### config.mk
export PLATFORM = sky130hd
export DESIGN_NAME = dual_evq_arb
export DESIGN_NICKNAME = d
export VERILOG_FILES = /design/src/rtl/evq_pkg.sv /design/src/rtl/evq_fifo.sv /design/src/rtl/evq_pend.sv /design/src/rtl/evq_arb.sv /design/src/rtl/dual_evq_arb.sv
export SDC_FILE = /design/constraint.sdc
export NUM_CORES = 1
export LEC_CHECK = 0
export ABC_AREA = 1
export BUFFER_PORTS_ARGS = -buffer_cell sky130_fd_sc_hd__buf_2
export CAP_MARGIN = 20
export CELL_PAD_IN_SITES_DETAIL_PLACEMENT = 2
export CELL_PAD_IN_SITES_GLOBAL_PLACEMENT = 2
export CORE_MARGIN = 2
export CORE_UTILIZATION = 42
export DETAILED_ROUTE_END_ITERATION = 8
export PLACE_DENSITY = 0.95
export SETUP_SLACK_MARGIN = 0.5
export SYNTH_ARGS = -nofsm -noshare
export SYNTH_HDL_FRONTEND = slang
export SYNTH_HIERARCHICAL = 1
export SYNTH_SLANG_ARGS = --single-unit
export TNS_END_PERCENT = 50
### constraint.sdc
create_clock -name clk_i -period 17.53 [get_ports clk_i]
set_input_delay 0.8765 -clock clk_i [delete_from_list [all_inputs] [get_ports clk_i]]
set_output_delay 0.8765 -clock clk_i [all_outputs]
set_load 0.01 [all_outputs]
### src/rtl/evq_pkg.sv
package evq_pkg;
  localparam int TRG_W = 2;
  typedef enum logic [TRG_W-1:0] {
    TRG_EVENT  = 2'b00,
    TRG_MANUAL = 2'b01,
    TRG_CHAIN  = 2'b10,
    TRG_AUTO   = 2'b11
  } trg_e;
endpackage

### src/rtl/evq_fifo.sv
module evq_fifo #(
  parameter int DEPTH = 16,
  parameter int DW    = 8,
  localparam int PW   = $clog2(DEPTH),
  localparam int CW   = $clog2(DEPTH + 1)
) (
  input  logic          clk_i,
  input  logic          rst_ni,
  input  logic          push_i,
  input  logic [DW-1:0] push_data_i,
  input  logic          pop_i,
  output logic [DW-1:0] head_o,
  output logic [CW-1:0] cnt_o,
  output logic          empty_o,
  output logic          full_o,
  input  logic [PW-1:0] rb_idx_i,
  output logic [DW-1:0] rb_data_o
);
  logic [DW-1:0] mem [DEPTH];
  logic [PW-1:0] wr_ptr_q, rd_ptr_q;
  logic [CW-1:0] cnt_q;
  logic [PW-1:0] rb_addr;

  always_ff @(posedge clk_i or negedge rst_ni) begin
    if (!rst_ni) begin
      wr_ptr_q <= '0;
      rd_ptr_q <= '0;
      cnt_q    <= '0;
    end else begin
      if (push_i) wr_ptr_q <= wr_ptr_q + 1'b1;
      if (pop_i)  rd_ptr_q <= rd_ptr_q + 1'b1;
      case ({push_i, pop_i})
        2'b10:   cnt_q <= cnt_q + 1'b1;
        2'b01:   cnt_q <= cnt_q - 1'b1;
        default: cnt_q <= cnt_q;
      endcase
    end
  end

  always_ff @(posedge clk_i) begin
    if (push_i) mem[wr_ptr_q] <= push_data_i;
  end

  assign head_o    = mem[rd_ptr_q];
  assign cnt_o     = cnt_q;
  assign empty_o   = (cnt_q == '0);
  assign full_o    = (cnt_q == CW'(DEPTH));
  assign rb_addr   = rd_ptr_q + rb_idx_i;
  assign rb_data_o = (CW'(rb_idx_i) < cnt_q) ? mem[rb_addr] : '0;

  assert_no_overflow_R3: assert property (@(posedge clk_i) disable iff (!rst_ni)
    push_i |-> !full_o);
  assert_no_underflow_R5: assert property (@(posedge clk_i) disable iff (!rst_ni)
    pop_i |-> !empty_o);
  assert_cnt_hold_R8: assert property (@(posedge clk_i) disable iff (!rst_ni)
    (!push_i && !pop_i) |=> $stable(cnt_o));
  assert_cnt_range_R1: assert property (@(posedge clk_i) disable iff (!rst_ni)
    cnt_o <= CW'(DEPTH));
endmodule

### src/rtl/evq_pend.sv
module evq_pend #(
  parameter int NUM_EVT = 64,
  parameter int NUM_Q   = 2,
  parameter int TW      = 2,
  localparam int EW     = $clog2(NUM_EVT),
  localparam int QW     = (NUM_Q > 1) ? $clog2(NUM_Q) : 1
) (
  input  logic             clk_i,
  input  logic             rst_ni,
  input  logic             set_vld_i,
  input  logic [EW-1:0]    set_num_i,
  input  logic [TW-1:0]    set_type_i,
  input  logic [QW-1:0]    set_q_i,
  input  logic [NUM_Q-1:0] full_i,
  output logic [NUM_Q-1:0] enq_o,
  output logic [TW+EW-1:0] enq_data_o
);
  logic [NUM_EVT-1:0] pend_q;
  logic [TW-1:0]      type_q [NUM_EVT];
  logic [QW-1:0]      tq_q   [NUM_EVT];
  logic               found;
  logic [EW-1:0]      sel;

  // lowest-numbered pending event whose queue has room
  always_comb begin
    found = 1'b0;
    sel   = '0;
    for (int i = 0; i < NUM_EVT; i++) begin
      if (!found && pend_q[i] && !full_i[tq_q[i]]) begin
        found = 1'b1;
        sel   = EW'(i);
      end
    end
  end

  always_ff @(posedge clk_i or negedge rst_ni) begin
    if (!rst_ni) begin
      pend_q <= '0;
      for (int i = 0; i < NUM_EVT; i++) begin
        type_q[i] <= '0;
        tq_q[i]   <= '0;
      end
    end else begin
      for (int i = 0; i < NUM_EVT; i++) begin
        if (set_vld_i && set_num_i == EW'(i)) begin
          pend_q[i] <= 1'b1;  // set wins over same-cycle clear
          type_q[i] <= set_type_i;
          tq_q[i]   <= set_q_i;
        end else if (found && sel == EW'(i)) begin
          pend_q[i] <= 1'b0;
        end
      end
    end
  end

  always_comb begin
    for (int q = 0; q < NUM_Q; q++) enq_o[q] = found && (tq_q[sel] == QW'(q));
  end
  assign enq_data_o = {type_q[sel], sel};

  assert_one_enq_R2: assert property (@(posedge clk_i) disable iff (!rst_ni)
    $onehot0(enq_o));
  assert_set_wins_R7: assert property (@(posedge clk_i) disable iff (!rst_ni)
    (set_vld_i && found && set_num_i == sel) |=> pend_q[$past(set_num_i)]);
  assert_set_lands_R2: assert property (@(posedge clk_i) disable iff (!rst_ni)
    set_vld_i |=> pend_q[$past(set_num_i)]);
endmodule

### src/rtl/evq_arb.sv
module evq_arb #(
  parameter int NUM_Q = 2
) (
  input  logic [NUM_Q-1:0] empty_i,
  input  logic [NUM_Q-1:0] rdy_i,
  output logic [NUM_Q-1:0] pop_o
);
  logic taken;
  // fixed priority: lowest queue index wins
  always_comb begin
    taken = 1'b0;
    pop_o = '0;
    for (int q = 0; q < NUM_Q; q++) begin
      if (!taken && !empty_i[q] && rdy_i[q]) begin
        pop_o[q] = 1'b1;
        taken    = 1'b1;
      end
    end
  end
endmodule

### src/rtl/dual_evq_arb.sv
module dual_evq_arb #(
  parameter int NUM_EVT = 64,
  parameter int NUM_Q   = 2,
  parameter int DEPTH   = 16,
  localparam int EW     = $clog2(NUM_EVT),
  localparam int TW     = evq_pkg::TRG_W,
  localparam int DW     = EW + TW,
  localparam int QW     = (NUM_Q > 1) ? $clog2(NUM_Q) : 1,
  localparam int PW     = $clog2(DEPTH),
  localparam int CW     = $clog2(DEPTH + 1)
) (
  input  logic                      clk_i,
  input  logic                      rst_ni,
  input  logic                      evt_vld_i,
  input  logic [EW-1:0]             evt_num_i,
  input  logic [TW-1:0]             evt_type_i,
  input  logic [QW-1:0]             evt_q_i,
  input  logic [NUM_Q-1:0]          q_rdy_i,
  output logic [NUM_Q-1:0]          deq_vld_o,
  output logic [NUM_Q-1:0][DW-1:0]  deq_data_o,
  output logic [NUM_Q-1:0][CW-1:0]  q_cnt_o,
  output logic [NUM_Q-1:0]          q_empty_o,
  output logic [NUM_Q-1:0]          q_full_o,
  input  logic [QW-1:0]             rd_q_i,
  input  logic [PW-1:0]             rd_idx_i,
  output logic [DW-1:0]             rd_data_o
);
  logic [NUM_Q-1:0]         enq, pop;
  logic [DW-1:0]            enq_data;
  logic [DW-1:0]            head [NUM_Q];
  logic [DW-1:0]            rb   [NUM_Q];
  logic [NUM_Q-1:0]         deq_vld_q;
  logic [NUM_Q-1:0][DW-1:0] deq_data_q;

  evq_pend #(.NUM_EVT(NUM_EVT), .NUM_Q(NUM_Q), .TW(TW)) u_pend (
    .clk_i, .rst_ni,
    .set_vld_i(evt_vld_i), .set_num_i(evt_num_i),
    .set_type_i(evt_type_i), .set_q_i(evt_q_i),
    .full_i(q_full_o), .enq_o(enq), .enq_data_o(enq_data)
  );

  evq_arb #(.NUM_Q(NUM_Q)) u_arb (
    .empty_i(q_empty_o), .rdy_i(q_rdy_i), .pop_o(pop)
  );

  for (genvar q = 0; q < NUM_Q; q++) begin : g_q
    evq_fifo #(.DEPTH(DEPTH), .DW(DW)) u_fifo (
      .clk_i, .rst_ni,
      .push_i(enq[q]), .push_data_i(enq_data),
      .pop_i(pop[q]), .head_o(head[q]),
      .cnt_o(q_cnt_o[q]), .empty_o(q_empty_o[q]), .full_o(q_full_o[q]),
      .rb_idx_i(rd_idx_i), .rb_data_o(rb[q])
    );

    always_ff @(posedge clk_i or negedge rst_ni) begin
      if (!rst_ni) begin
        deq_vld_q[q]  <= 1'b0;
        deq_data_q[q] <= '0;
      end else begin
        deq_vld_q[q] <= pop[q];
        if (pop[q]) deq_data_q[q] <= head[q];
      end
    end

    assert_deq_ready_R5: assert property (@(posedge clk_i) disable iff (!rst_ni)
      deq_vld_o[q] |-> $past(q_rdy_i[q] && !q_empty_o[q]));
  end

  assign deq_vld_o  = deq_vld_q;
  assign deq_data_o = deq_data_q;
  assign rd_data_o  = rb[rd_q_i];

  assert_one_deq_R6: assert property (@(posedge clk_i) disable iff (!rst_ni)
    $onehot0(deq_vld_o));
  assert_q0_first_R6: assert property (@(posedge clk_i) disable iff (!rst_ni)
    deq_vld_o[1] |-> !$past(q_rdy_i[0] && !q_empty_o[0]));
  assert_flags_R8: assert property (@(posedge clk_i) disable iff (!rst_ni)
    !(q_empty_o[0] && q_full_o[0]) && !(q_empty_o[1] && q_full_o[1]));
endmodule

==> Yosys cells after proc, flatten, opt, wreduce, memory -nomap -nowiden <==
Memories as Yosys holds them, arrays and structs flattened. A register that Yosys moved wholly into a read port is not among the register bits.
Index checks and enable logic that the tools add are counted.
{ "totals": {"reg_bits": 284, "latch_bits": 0, "mem_bits_rw": 256, "romBits": 0, "in_bits": 19, "word_cells": 1279, "n_memories": 2} }
{ "memory_table": {"columns": ["name", "words", "width", "read_ports", "rd_ports_with_merged_regs", "wr", "line_no", "source"], "rows": [
  ["g_q[0].u_fifo.mem", 16, 8, 2, 1, 1, "evq_fifo.sv:19", "logic [DW-1:0] mem [DEPTH];"],
  ["g_q[1].u_fifo.mem", 16, 8, 2, 1, 1, "evq_fifo.sv:19", null]
]} }
{ "classes": {"addsub": 10, "multipliers": 0, "div_mod_pow": 0, "order_cmp": 68, "eq_ne": 132, "shift": 0, "mux": 402, "n_bitwise": 3, "reduce_logical": 462} }
{ "op_table": {"columns": ["operator", "n"], "rows": [
  ["$eq 6x6->1 const B", 64],
  ["$mux 6", 62],
  ["$mux 1", 329],
  ["$logic_and 1x1->1", 260],
  ["$eq 6x5->1 const B", 32],
  ["$logic_not 1->1", 132],
  ["$reduce_bool 2->1", 66],
  ["$lt 1x2->1 const B", 64],
  ["$eq 6x4->1 const B", 16],
  ["$eq 6x3->1 const B", 8],
  ["$mux 8", 5],
  ["$eq 6x2->1 const B", 4],
  ["$pmux 5 s2", 2],
  ["$add 4x1->4 const B", 4],
  ["$bmux 2 s6", 1],
  ["$eq 6x1->1 const B", 2],
  ["$logic_not 6->1", 2],
  ["$add 5x1->5 const B", 2],
  ["$eq 5x5->1 const B", 2],
  ["$logic_not 5->1", 2],
  ["$lt 4x5->1", 2],
  ["$sub 5x1->5 const B", 2],
  ["$add 4x4->4", 2],
  ["$ge 7x7->1 const B", 1],
  ["8 further kinds", 11]
]} }

==> Longest topological paths before layout <==
Gate-level depths: netlist of the first run.
{ "logic_depth": {"ltp_word": 266, "depth_mapped": 66} }

==> Cells and area by module <==
Netlist of the first run, hierarchy kept.
{ "modules_own_cells": {"columns": ["mod", "n_inst", "cells_each", "area_each_um2", "seq_area_each_um2"], "rows": [
  ["evq_pend", 1, 1908, 13915.8, 6406.1],
  ["evq_fifo at g_q[1].u_fifo", 1, 867, 7601.0, 4169.0],
  ["evq_fifo at g_q[0].u_fifo", 1, 840, 7458.4, 4169.0],
  ["dual_evq_arb", 1, 96, 765.7, 450.4],
  ["evq_arb", 1, 5, 21.3, 0.0]
]} }

==> Worst setup path after synthesis of the first run <==
Ideal clock, no wire load.
{ "synth_timing": {"path_type": "reg-to-reg", "startpoint": "reg g_q[0].u_fifo.cnt_q[1]", "endpoint": "reg g_q[1].u_fifo.cnt_q[4]", "arrival_time_ns": 7.393, "required_ns": 17.409, "setup_slack_ns": 10.016, "path_stages_with_launch": 55, "path_buffers": 2, "synth_period_minus_slack_ns": 7.514, "path_cell_list": "dfrtp_1 -> inv_1 -> nand4_1 -> nor2_1 -> inv_2 -> o211ai_1 -> nand4_2 -> nor3_2 -> nand4_1 -> nor2_1 -> nand4_1 -> nor2_2 -> nand4_1 -> nor2_2 -> nand4_2 -> nor2_2 -> nand4_1 -> nor2_1 -> [... 19 more ...] -> buf_2 -> nand2_1 -> nand2_1 -> nor2_1 -> nor2_1 -> nor2_1 -> nand2_1 -> nor2_1 -> clkbuf_1 -> inv_1 -> ha_1 -> xor2_1 -> ha_1 -> a21o_1 -> nand3_1 -> nand3_1 -> nand3_1 -> o21ai_1"} }
{ "synth_between": {"elab_chain_cells": 265, "elab_cells_between_ends": 527} }
{ "synth_lines": {"columns": ["item", "line_no", "source"], "rows": [
  ["start: declaration", "evq_fifo.sv:21", "logic [CW-1:0] cnt_q;"],
  ["start signal: assignment", "evq_fifo.sv:33", "2'b10: cnt_q <= cnt_q + 1'b1;"],
  ["start signal: assignment", "evq_fifo.sv:34", "2'b01: cnt_q <= cnt_q - 1'b1;"],
  ["start signal: assignment", "evq_fifo.sv:35", "default: cnt_q <= cnt_q;"],
  ["$eq 5x5->1 (*)", "evq_fifo.sv:47", "assign full_o = (cnt_q == CW'(DEPTH));"],
  ["via q_full_o[0]", "dual_evq_arb.sv:23", "output logic [NUM_Q-1:0] q_full_o,"],
  ["$mux 1 (not written as such) (2 in a row)", "evq_pend.sv:29", "if (!found && pend_q[i] && !full_i[tq_q[i]]) begin"],
  ["$logic_not 1->1", "evq_pend.sv:29", null],
  ["$logic_and 1x1->1", "evq_pend.sv:29", null],
  ["$mux 1", "evq_pend.sv:29", null],
  ["$logic_not 1->1", "evq_pend.sv:29", null],
  ["$logic_and 1x1->1 (2 in a row)", "evq_pend.sv:29", null],
  ["[... 249 more ...]", null, null],
  ["via enq_data[2]", "dual_evq_arb.sv:29", "logic [DW-1:0] enq_data;"],
  ["$not 6->7 (not written as such) (*)", "evq_pend.sv:57", "for (int q = 0; q < NUM_Q; q++) enq_o[q] = found && (tq_q[sel] == QW'(q));"],
  ["$bmux 1 s6 (*)", "evq_pend.sv:57", null],
  ["$mux 1 (not written as such) (*) (2 in a row)", "evq_pend.sv:57", null],
  ["$logic_and 1x1->1 (*)", "evq_pend.sv:57", null],
  ["via enq[1]", "dual_evq_arb.sv:28", "logic [NUM_Q-1:0] enq, pop;"],
  ["$eq 2x1->1 or $eq 2x2->1 (tied branches)", "evq_fifo.sv:32", "case ({push_i, pop_i})"],
  ["$pmux 5 s2 or $reduce_bool 2->1 (tied branches)", null, null],
  ["end signal: assignment", "evq_fifo.sv:33", null],
  ["end signal: assignment", "evq_fifo.sv:34", null],
  ["end signal: assignment", "evq_fifo.sv:35", null],
  ["end: declaration", "evq_fifo.sv:21", null]
]} }
Mark *: on every way through the listed nets, which the timed path passes. The rest lies on a longest branch. The select of a mux whose other input is x is not followed.
A chain may end at the register's enable or synchronous reset.

==> Worst setup path after layout of the first run <==
{ "layout_timing": {"startpoint": "reg g_q[0].u_fifo.cnt_q[1]", "endpoint": "reg g_q[1].u_fifo.cnt_q[4]"} }
{ "layout_between": {"elab_chain_cells": 265, "elab_cells_between_ends": 527} }
{ "layout_lines": {"columns": ["item", "line_no"], "rows": [
  ["$eq 5x5->1 (*)", "evq_fifo.sv:47"],
  ["$mux 1 (not written as such) (2 in a row)", "evq_pend.sv:29"],
  ["$logic_not 1->1", "evq_pend.sv:29"],
  ["$logic_and 1x1->1", "evq_pend.sv:29"],
  ["$mux 1", "evq_pend.sv:29"],
  ["$logic_not 1->1", "evq_pend.sv:29"],
  ["$logic_and 1x1->1 (2 in a row)", "evq_pend.sv:29"],
  ["$mux 1", "evq_pend.sv:29"],
  ["[... 248 more ...]", null],
  ["via enq_data[1]", "dual_evq_arb.sv:29"],
  ["$not 6->7 (not written as such) (*)", "evq_pend.sv:57"],
  ["$bmux 1 s6 (*)", "evq_pend.sv:57"],
  ["$mux 1 (not written as such) (*) (2 in a row)", "evq_pend.sv:57"],
  ["$logic_and 1x1->1 (*)", "evq_pend.sv:57"],
  ["via enq[1]", "dual_evq_arb.sv:28"],
  ["$eq 2x1->1 or $eq 2x2->1 (tied branches)", "evq_fifo.sv:32"],
  ["$pmux 5 s2 or $reduce_bool 2->1 (tied branches)", null]
]} }
Marks and branches as above.

==> results of run 1 <==
## synth_stat cells (24+ instances only)
cell type and count:
a21oi_1 56, ha_1 30, nand3b_1 30, o211ai_1 64
dfrtp_1 300, edfxtp_1 256, nand2_1 1299, nand3_1 270
inv_1 311, clkbuf_1 49, nor2_1 297, nor3_1 26
nand4_1 42, o21ai_0 390, buf_4 24, buf_2 62
o21ai_1 32
## state kept, by name (all words and copies together) (netlist names)
name	count
g_q.u_fifo/mem	256
u_pend/type_q	128
u_pend/pend_q	64
u_pend/tq_q	64
deq_data_o	16
g_q.u_fifo/cnt_o	10
g_q.u_fifo/rd_ptr_q	8
g_q.u_fifo/wr_ptr_q	8
deq_vld_o	2
## layer usage
metal	wire (um)	global-route usage [%]	vias up	share of wire [%]
li1	-	-	12196	-
met1	56500	47.9	15604	37
met2	74700	70.0	1768	49
met3	10200	6.52	648	6.7
met4	10100	24.9	0	6.7
met5	0	0	-	0
## worst max-delay path by stage
stage | start | to | depth (start not counted)
6_report | g_q[0].u_fifo/cnt_o[1]$_DFFE_PN0P_ | g_q[1].u_fifo/cnt_o[4]$_DFFE_PN0P_ | 56
5_1_grt | g_q[0].u_fifo/cnt_o[2]$_DFFE_PN0P_ | g_q[1].u_fifo/cnt_o[4]$_DFFE_PN0P_ | 56
4_1_cts | g_q[0].u_fifo/cnt_o[2]$_DFFE_PN0P_ | g_q[1].u_fifo/cnt_o[4]$_DFFE_PN0P_ | 56
3_5_place_dp | g_q[0].u_fifo/cnt_o[1]$_DFFE_PN0P_ | g_q[1].u_fifo/cnt_o[4]$_DFFE_PN0P_ | 56
3_3_place_gp | g_q[0].u_fifo/cnt_o[1]$_DFFE_PN0P_ | g_q[1].u_fifo/cnt_o[4]$_DFFE_PN0P_ | 55
2_1_floorplan | g_q[0].u_fifo/cnt_o[1]$_DFFE_PN0P_ | g_q[1].u_fifo/cnt_o[4]$_DFFE_PN0P_ | 54
## area by class of cell
| type | count | area (um2) | area share (%) |
|---|---|---|---|
| diodes | 2 | 5.00 | 0.0152 |
| clock buffers | 94 | 1890 | 5.76 |
| clock inverters | 24 | 308 | 0.938 |
| inverters | 333 | 1260 | 3.84 |
| multi-input cells | 2662 | 12300 | 37.6 |
| flip-flops and latches | 556 | 15200 | 46.3 |
| well taps | 940 | 1180 | 3.58 |
| repair buffers | 97 | 639 | 1.95 |
## kinds of logic after synthesis
group                      Yosys count
DFF                                556
muxes                                1
and+or+nand+nor                   2037
xor gates and xnor gates            25
adders and majority gates           32
buffers and inverters              498
AOI/OAI and AO/OA                  567
## critical path: cells and delay by family (launching register included)
kind | cells | cell delay, ns
fa+ha+maj | 2 | 0.64
buf+inv | 7 | 2.08
simple gates | 43 | 8.68
flops | 1 | 0.45
compound gates | 3 | 0.72
xor+xnor | 1 | 0.32
## through the flow
| step | worst slack (ns) | hold slack, ns |
|---|---|---|
| after floorplan | 10.02 | 0.441 |
| after global placement | 7.14 | 0.452 |
| after detailed placement | 6.04 | 0.463 |
| after CTS | 4.92 | 0.314 |
| after global routing | 4.09 | 0.340 |
| final | 4.38 | 0.228 |
==> summary.txt, run 1 <==
Global routing
  – Initial antenna violation count: 1
  – Gr usage total: between 40 and 50%
  – Grt ovf: 0
  – Vias in the first global route: ~34000
  – Largest net degree at the start of global routing: about 150
  – First-pass GRT wire length: 226000 um

Place
  – Port bufs: just under 60
  – DP HPWL: ~84000 um
  – Total placed cells including tap cells: approximately 4600
  – GPL Wtd Cong: roughly 0.85
  – Placed Area: 0.0306 mm2

Floorplan
  – Top Ports: 59
  – Initial Util: 42.4%
  – Die W: between 200 and 300 um
  – Core footprint: around 0.07 mm2
  – DIE HEIGHT: 270 um
  – # rows: 97
  – Die area: 0.0730 mm2

Timing
  – Worst Tran Pin Value: ~1.3 ns
  – Max-slew headroom: between 10 and 15%
  – Slew Viols, Final: 0
  – Setup violators final: 0
  – Fmax: roughly 76 MHz
  – Final hold viol count: 0
  – Setup Skew: 0.0419 ns
  – Final Cycle Share: between 70% and 80%
  – Fin Setup TNS: 0 ns
  – Unrepaired setup endpoints after global routing: no
  – Tmin final: approximately 13 ns

Flow run
  – Max_cap viols: 0

Logic synthesis
  – Sequential share of the synthesized area: around 50%
  – Mux contribution to synthesized area: 0.0378%
  – Synthesis-stage register bit count: 556
  – Ys Warns: 6
  – Xor/xnor share of the synthesized area: less than 1%
  – Synth area leaders: edfxtp_1, dfrtp_1, nand2_1
  – FFs w/ async S/R, synth: between 50 and 60%
  – Area leader, netlist: edfxtp_1
  – Gate Count Post-Synth: around 3700
  – Synth Cell Area: between 0.02 and 0.03 mm2
  – Mapped Avg Cell Area: about 8 um2
  – Ys flop type: dfrtp_1
  – Complex-gate fraction of the synthesized area: between 10% and 20%
  – Syn nets: around 3800
  – Simple-Gate Fraction of Synth Area: approximately 29%
  – Adder-cell share of the synthesized area: 1.40%
  – Yosys top cell area share: 25.8%
  – Main combinational cell family by area after synthesis: simple AND/OR/NAND/NOR gates
  – Yosys cell types: 54
  – EDFF count, synth: between 200 and 300

Drt
  – Final WL: approximately 150000 um
  – Post-route ant nets: 0
  – Via density: 6.42
  – Vias: approximately 30000
  – # DRC: 0
  – Wire per inst: 32.2 um
  – DR iter-0 viols: roughly 3400
  – DRT Pass-1 Iters: 5

Cells and area
  – Final Util: between 40% and 50%
  – Synth-to-layout area growth: 10.3%
  – Net count, final: roughly 3800
  – Most frequent cells in the layout: nand2_1, o21ai_0, inv_1
  – Most common cell after layout, fill and taps aside: nand2_1
  – Layout cells sized above 1: around 7.4%
  – Non-Filler Cell Area, Final: 0.0328 mm2
  – Non-Filler Instances: about 4700
  – Fill cells: around 7800

Clock tree
  – CTS tree: built
  – Root buf cell: clkbuf_16
  – Worst-skew pair later-pin latency: 0.65 ns
  – Post_cts resized: 0
  – CTS Sinks: about 560
  – TritonCTS buffer count: 67
  – CTS clk-pin slew, worst paths: roughly 0.070 ns
  – CTS Hold Buffers Added: 0
  – H-tree depth: 3
  – Buffer count from post-CTS setup fixing: 0
  – Maximum clock insertion buffer count: 3

Critical path
  – Worst R2R Start: g_q[0].u_fifo/cnt_o[1]$_DFFE_PN0P_
  – Register-to-register setup slack: ~4.4 ns
  – Largest stage delay, worst path: slightly above 0.8 ns
  – Worst Path Max Fanout: 55
  – Worst r2r dst: g_q[1].u_fifo/cnt_o[4]$_DFFE_PN0P_
  – Crit path kind: flop to flop
  – FF-to-FF path depth: 56
  – Worst setup EP type: flop
  – Worst setup SP type: flop
  – CP Data Required Time: around 18 ns
  – CP Data Arrival Time: approximately 14 ns
  – Slowest-stage cell, CP: nor2_1

Status
  – Status: complete, no violations

Min path
  – Kind of path behind the tightest hold check: input port to asynchronous set/reset pin
Power of run 1 is not shown: default switching activity piles up to over one toggle a cycle in this logic, so the estimate is an artifact.
==> inputs of run 2 (changes only) <==
- CORE_UTILIZATION: 42 -> 35
- PLACE_DENSITY: 0.95 -> 0.87
- clock period: 17.53 -> 10.95 ns (I/O delays scaled with it)
==> run 2 against run 1 <==
The run now ends with hold timing left; utilization is 7.2 points lower; sequential share of layout area is 0.63 points lower; final area is 1.4% higher; wire length is 18% lower; critical path depth is 4 lower; clock skew is 0.0074 ns lower; via count is 7.4% lower; die area is 20% higher; register-to-register slack worse by 3.0 ns; first-iteration DRC count is 29% lower; global-route usage is 13 points lower; flip-flop and latch count stayed put.
==> summary.txt, run 2 (synthesis results as in run 1) <==
Place
  – DP HPWL: 74700 um (-11%)
  – Placed Area: 0.0308 mm2 (+0.88%)
  – Port bufs: 58 (unchanged)
  – GPL Wtd Cong: 0.835 (-2.0%)

Drt
  – DRT Pass-1 Iters: 5 (unchanged)
  – Final WL: 125000 um (-18%)
  – Vias: 27975 (-7.4%)
  – # DRC: 0 (unchanged)
  – DR iter-0 viols: 2420 (-29%)
  – Post-route ant nets: 0 (unchanged)
  – Via density: 5.69 (-11%)
  – Wire per inst: 25.3 um (-21%)

Critical path
  – Crit path kind: flop to flop
  – Worst setup SP type: flop
  – CP Data Required Time: 11.18 ns (-6.87 ns)
  – Largest stage delay, worst path: 1.03 ns (+0.22 ns)
  – FF-to-FF path depth: 52 (-7.1%)
  – CP Data Arrival Time: 9.76 ns (-3.91 ns)
  – Slowest-stage cell, CP: nor2_1
  – Worst R2R Start: g_q[0].u_fifo/cnt_o[1]$_DFFE_PN0P_
  – Worst Path Max Fanout: 47 (-15%)
  – Worst setup EP type: flop
  – Worst r2r dst: g_q[0].u_fifo/mem[14][5]$_DFFE_PP_
  – Register-to-register setup slack: 1.42 ns (-2.96 ns)

Global routing
  – Grt ovf: 0 (unchanged)
  – Vias in the first global route: 30413 (-9.7%)
  – Largest net degree at the start of global routing: 143 (-1.4%)
  – Gr usage total: 28.1% (-13 points)
  – First-pass GRT wire length: 188000 um (-17%)
  – Initial antenna violation count: 0 (-1)

Cells and area
  – Most common cell after layout, fill and taps aside: nand2_1
  – Non-Filler Cell Area, Final: 0.0333 mm2 (+1.4%)
  – Area occupied by multi-input gates: 0.0124 mm2 (+0.40%)
  – Layout cells sized above 1: 7.90% (+0.46 points)
  – Diode count: 0 (-2)
  – Final Util: 39.6% (-7.2 points)
  – Fill cells: 9508 (+22%)
  – Synth-to-layout area growth: 11.8%
  – Max FFs per register: 256 (unchanged)
  – Top flop regs: g_q.u_fifo/mem (256), u_pend/type_q (128)
  – Most frequent cells in the layout: nand2_1, o21ai_0, inv_1
  – Largest Register: g_q.u_fifo/mem
  – Net count, final: 3781 (+0.35%)
  – FF/Latch Area: 0.0152 mm2 (unchanged)

Clock tree
  – CTS clk-pin slew, worst paths: 0.06 ns (about the same)
  – CTS Sinks: 556 (unchanged)
  – Root buf cell: clkbuf_16
  – H-tree depth: 3 (unchanged)
  – CTS tree: built
  – Worst-skew pair later-pin latency: 0.63 ns (-0.02 ns)
  – TritonCTS buffer count: 70 (+4.5%)
  – Maximum clock insertion buffer count: 3 (unchanged)

Timing
  – Setup Skew: 0.0345 ns (-0.00740 ns)
  – Final Cycle Share: 87.1% (+12 points)
  – Setup violators final: 0 (unchanged)
  – Fmax: 105 MHz (+38%)
  – Tmin final: 9.53 ns (-3.62 ns)
  – Fin Hold WS: -0.0230 ns (-0.251 ns)
  – Final hold viol count: 13 (+13)
  – Slew Viols, Final: 0 (unchanged)
  – Worst Tran Pin Value: 1.30 ns (-0.0334 ns)
  – Max-slew headroom: 13.2% (+2.2 points)
  – Unrepaired setup endpoints after global routing: no
  – Fin Setup TNS: 0 ns (unchanged)

Floorplan
  – DIE HEIGHT: 296 um (+9.4%)
  – Initial Util: 35.5% (-7.0 points)
  – Top Ports: 59 (unchanged)
  – Die area: 0.0874 mm2 (+20%)
  – # rows: 106 (+9.3%)
  – Die W: 296 um (+9.4%)
  – Core footprint: 0.0840 mm2 (+20%)

Flow run
  – Max_cap viols: 0 (unchanged)

Status
  – Failing checks: hold timing
  – Status: complete, but fails checks

Min path
  – Kind of path behind the tightest hold check: input port to asynchronous set/reset pin
run 2: metal layers:
layer	vias to the layer above	global-route usage [%]	part of all wire, %
met5	-	0	0
met2	1031	48.6	49
met4	0	11.3	3.9
li1	12228	-	-
met3	286	3.32	5.7
met1	14430	35.6	41
run 2: worst max path at each step:
stage	slack, ns	to	from
2_1_floorplan	3.44	g_q[1].u_fifo/cnt_o[4]$_DFFE_PN0P_	g_q[0].u_fifo/cnt_o[1]$_DFFE_PN0P_
3_3_place_gp	1.26	g_q[1].u_fifo/mem[14][2]$_DFFE_PP_	g_q[1].u_fifo/cnt_o[1]$_DFFE_PN0P_
3_5_place_dp	0.84	g_q[0].u_fifo/cnt_o[4]$_DFFE_PN0P_	g_q[1].u_fifo/cnt_o[3]$_DFFE_PN0P_
4_1_cts	0.64	g_q[1].u_fifo/cnt_o[4]$_DFFE_PN0P_	g_q[1].u_fifo/cnt_o[3]$_DFFE_PN0P_
5_1_grt	0.50	g_q[0].u_fifo/cnt_o[4]$_DFFE_PN0P_	g_q[0].u_fifo/cnt_o[1]$_DFFE_PN0P_
6_report	1.42	g_q[0].u_fifo/mem[14][5]$_DFFE_PP_	g_q[0].u_fifo/cnt_o[1]$_DFFE_PN0P_
run 2: final cells by class:
class / instances / share of cell area [%]
inverters: 333 / 3.79
flip-flops and latches: 556 / 45.7
well taps: 1134 / 4.26
clock buffers: 104 / 6.01
clock inverters: 24 / 0.782
repair buffers: 105 / 2.22
multi-input cells: 2664 / 37.2
run 2: repair_timing:
action | in CTS | in global routing
gates resized for setup | 0 | 9
setup endpoints to repair | 0 | 307
hold buffers | 0 | 0
buffers inserted | 0 | 2
run 2: worst max-delay path: cells and delay by family, from the launching register on:
family	cells	cell delay, ns
AOI/OAI and AO/OA	2	0.44
buffers and inverters	6	0.87
DFF	1	0.43
and+or+nand+nor	44	7.29
run 2: through the flow:
stage               setup slack (ns)  hold WS [ns]  std cells
global placement                1.26         0.450       4780
finish                          1.42       -0.0230       4920
global route                   0.504        0.0374       4920
floorplan                       3.44         0.252       3716
detailed placement             0.838         0.465       4781
CTS                            0.638        0.0166       4909
Power of run 2 is left out for the same reason.
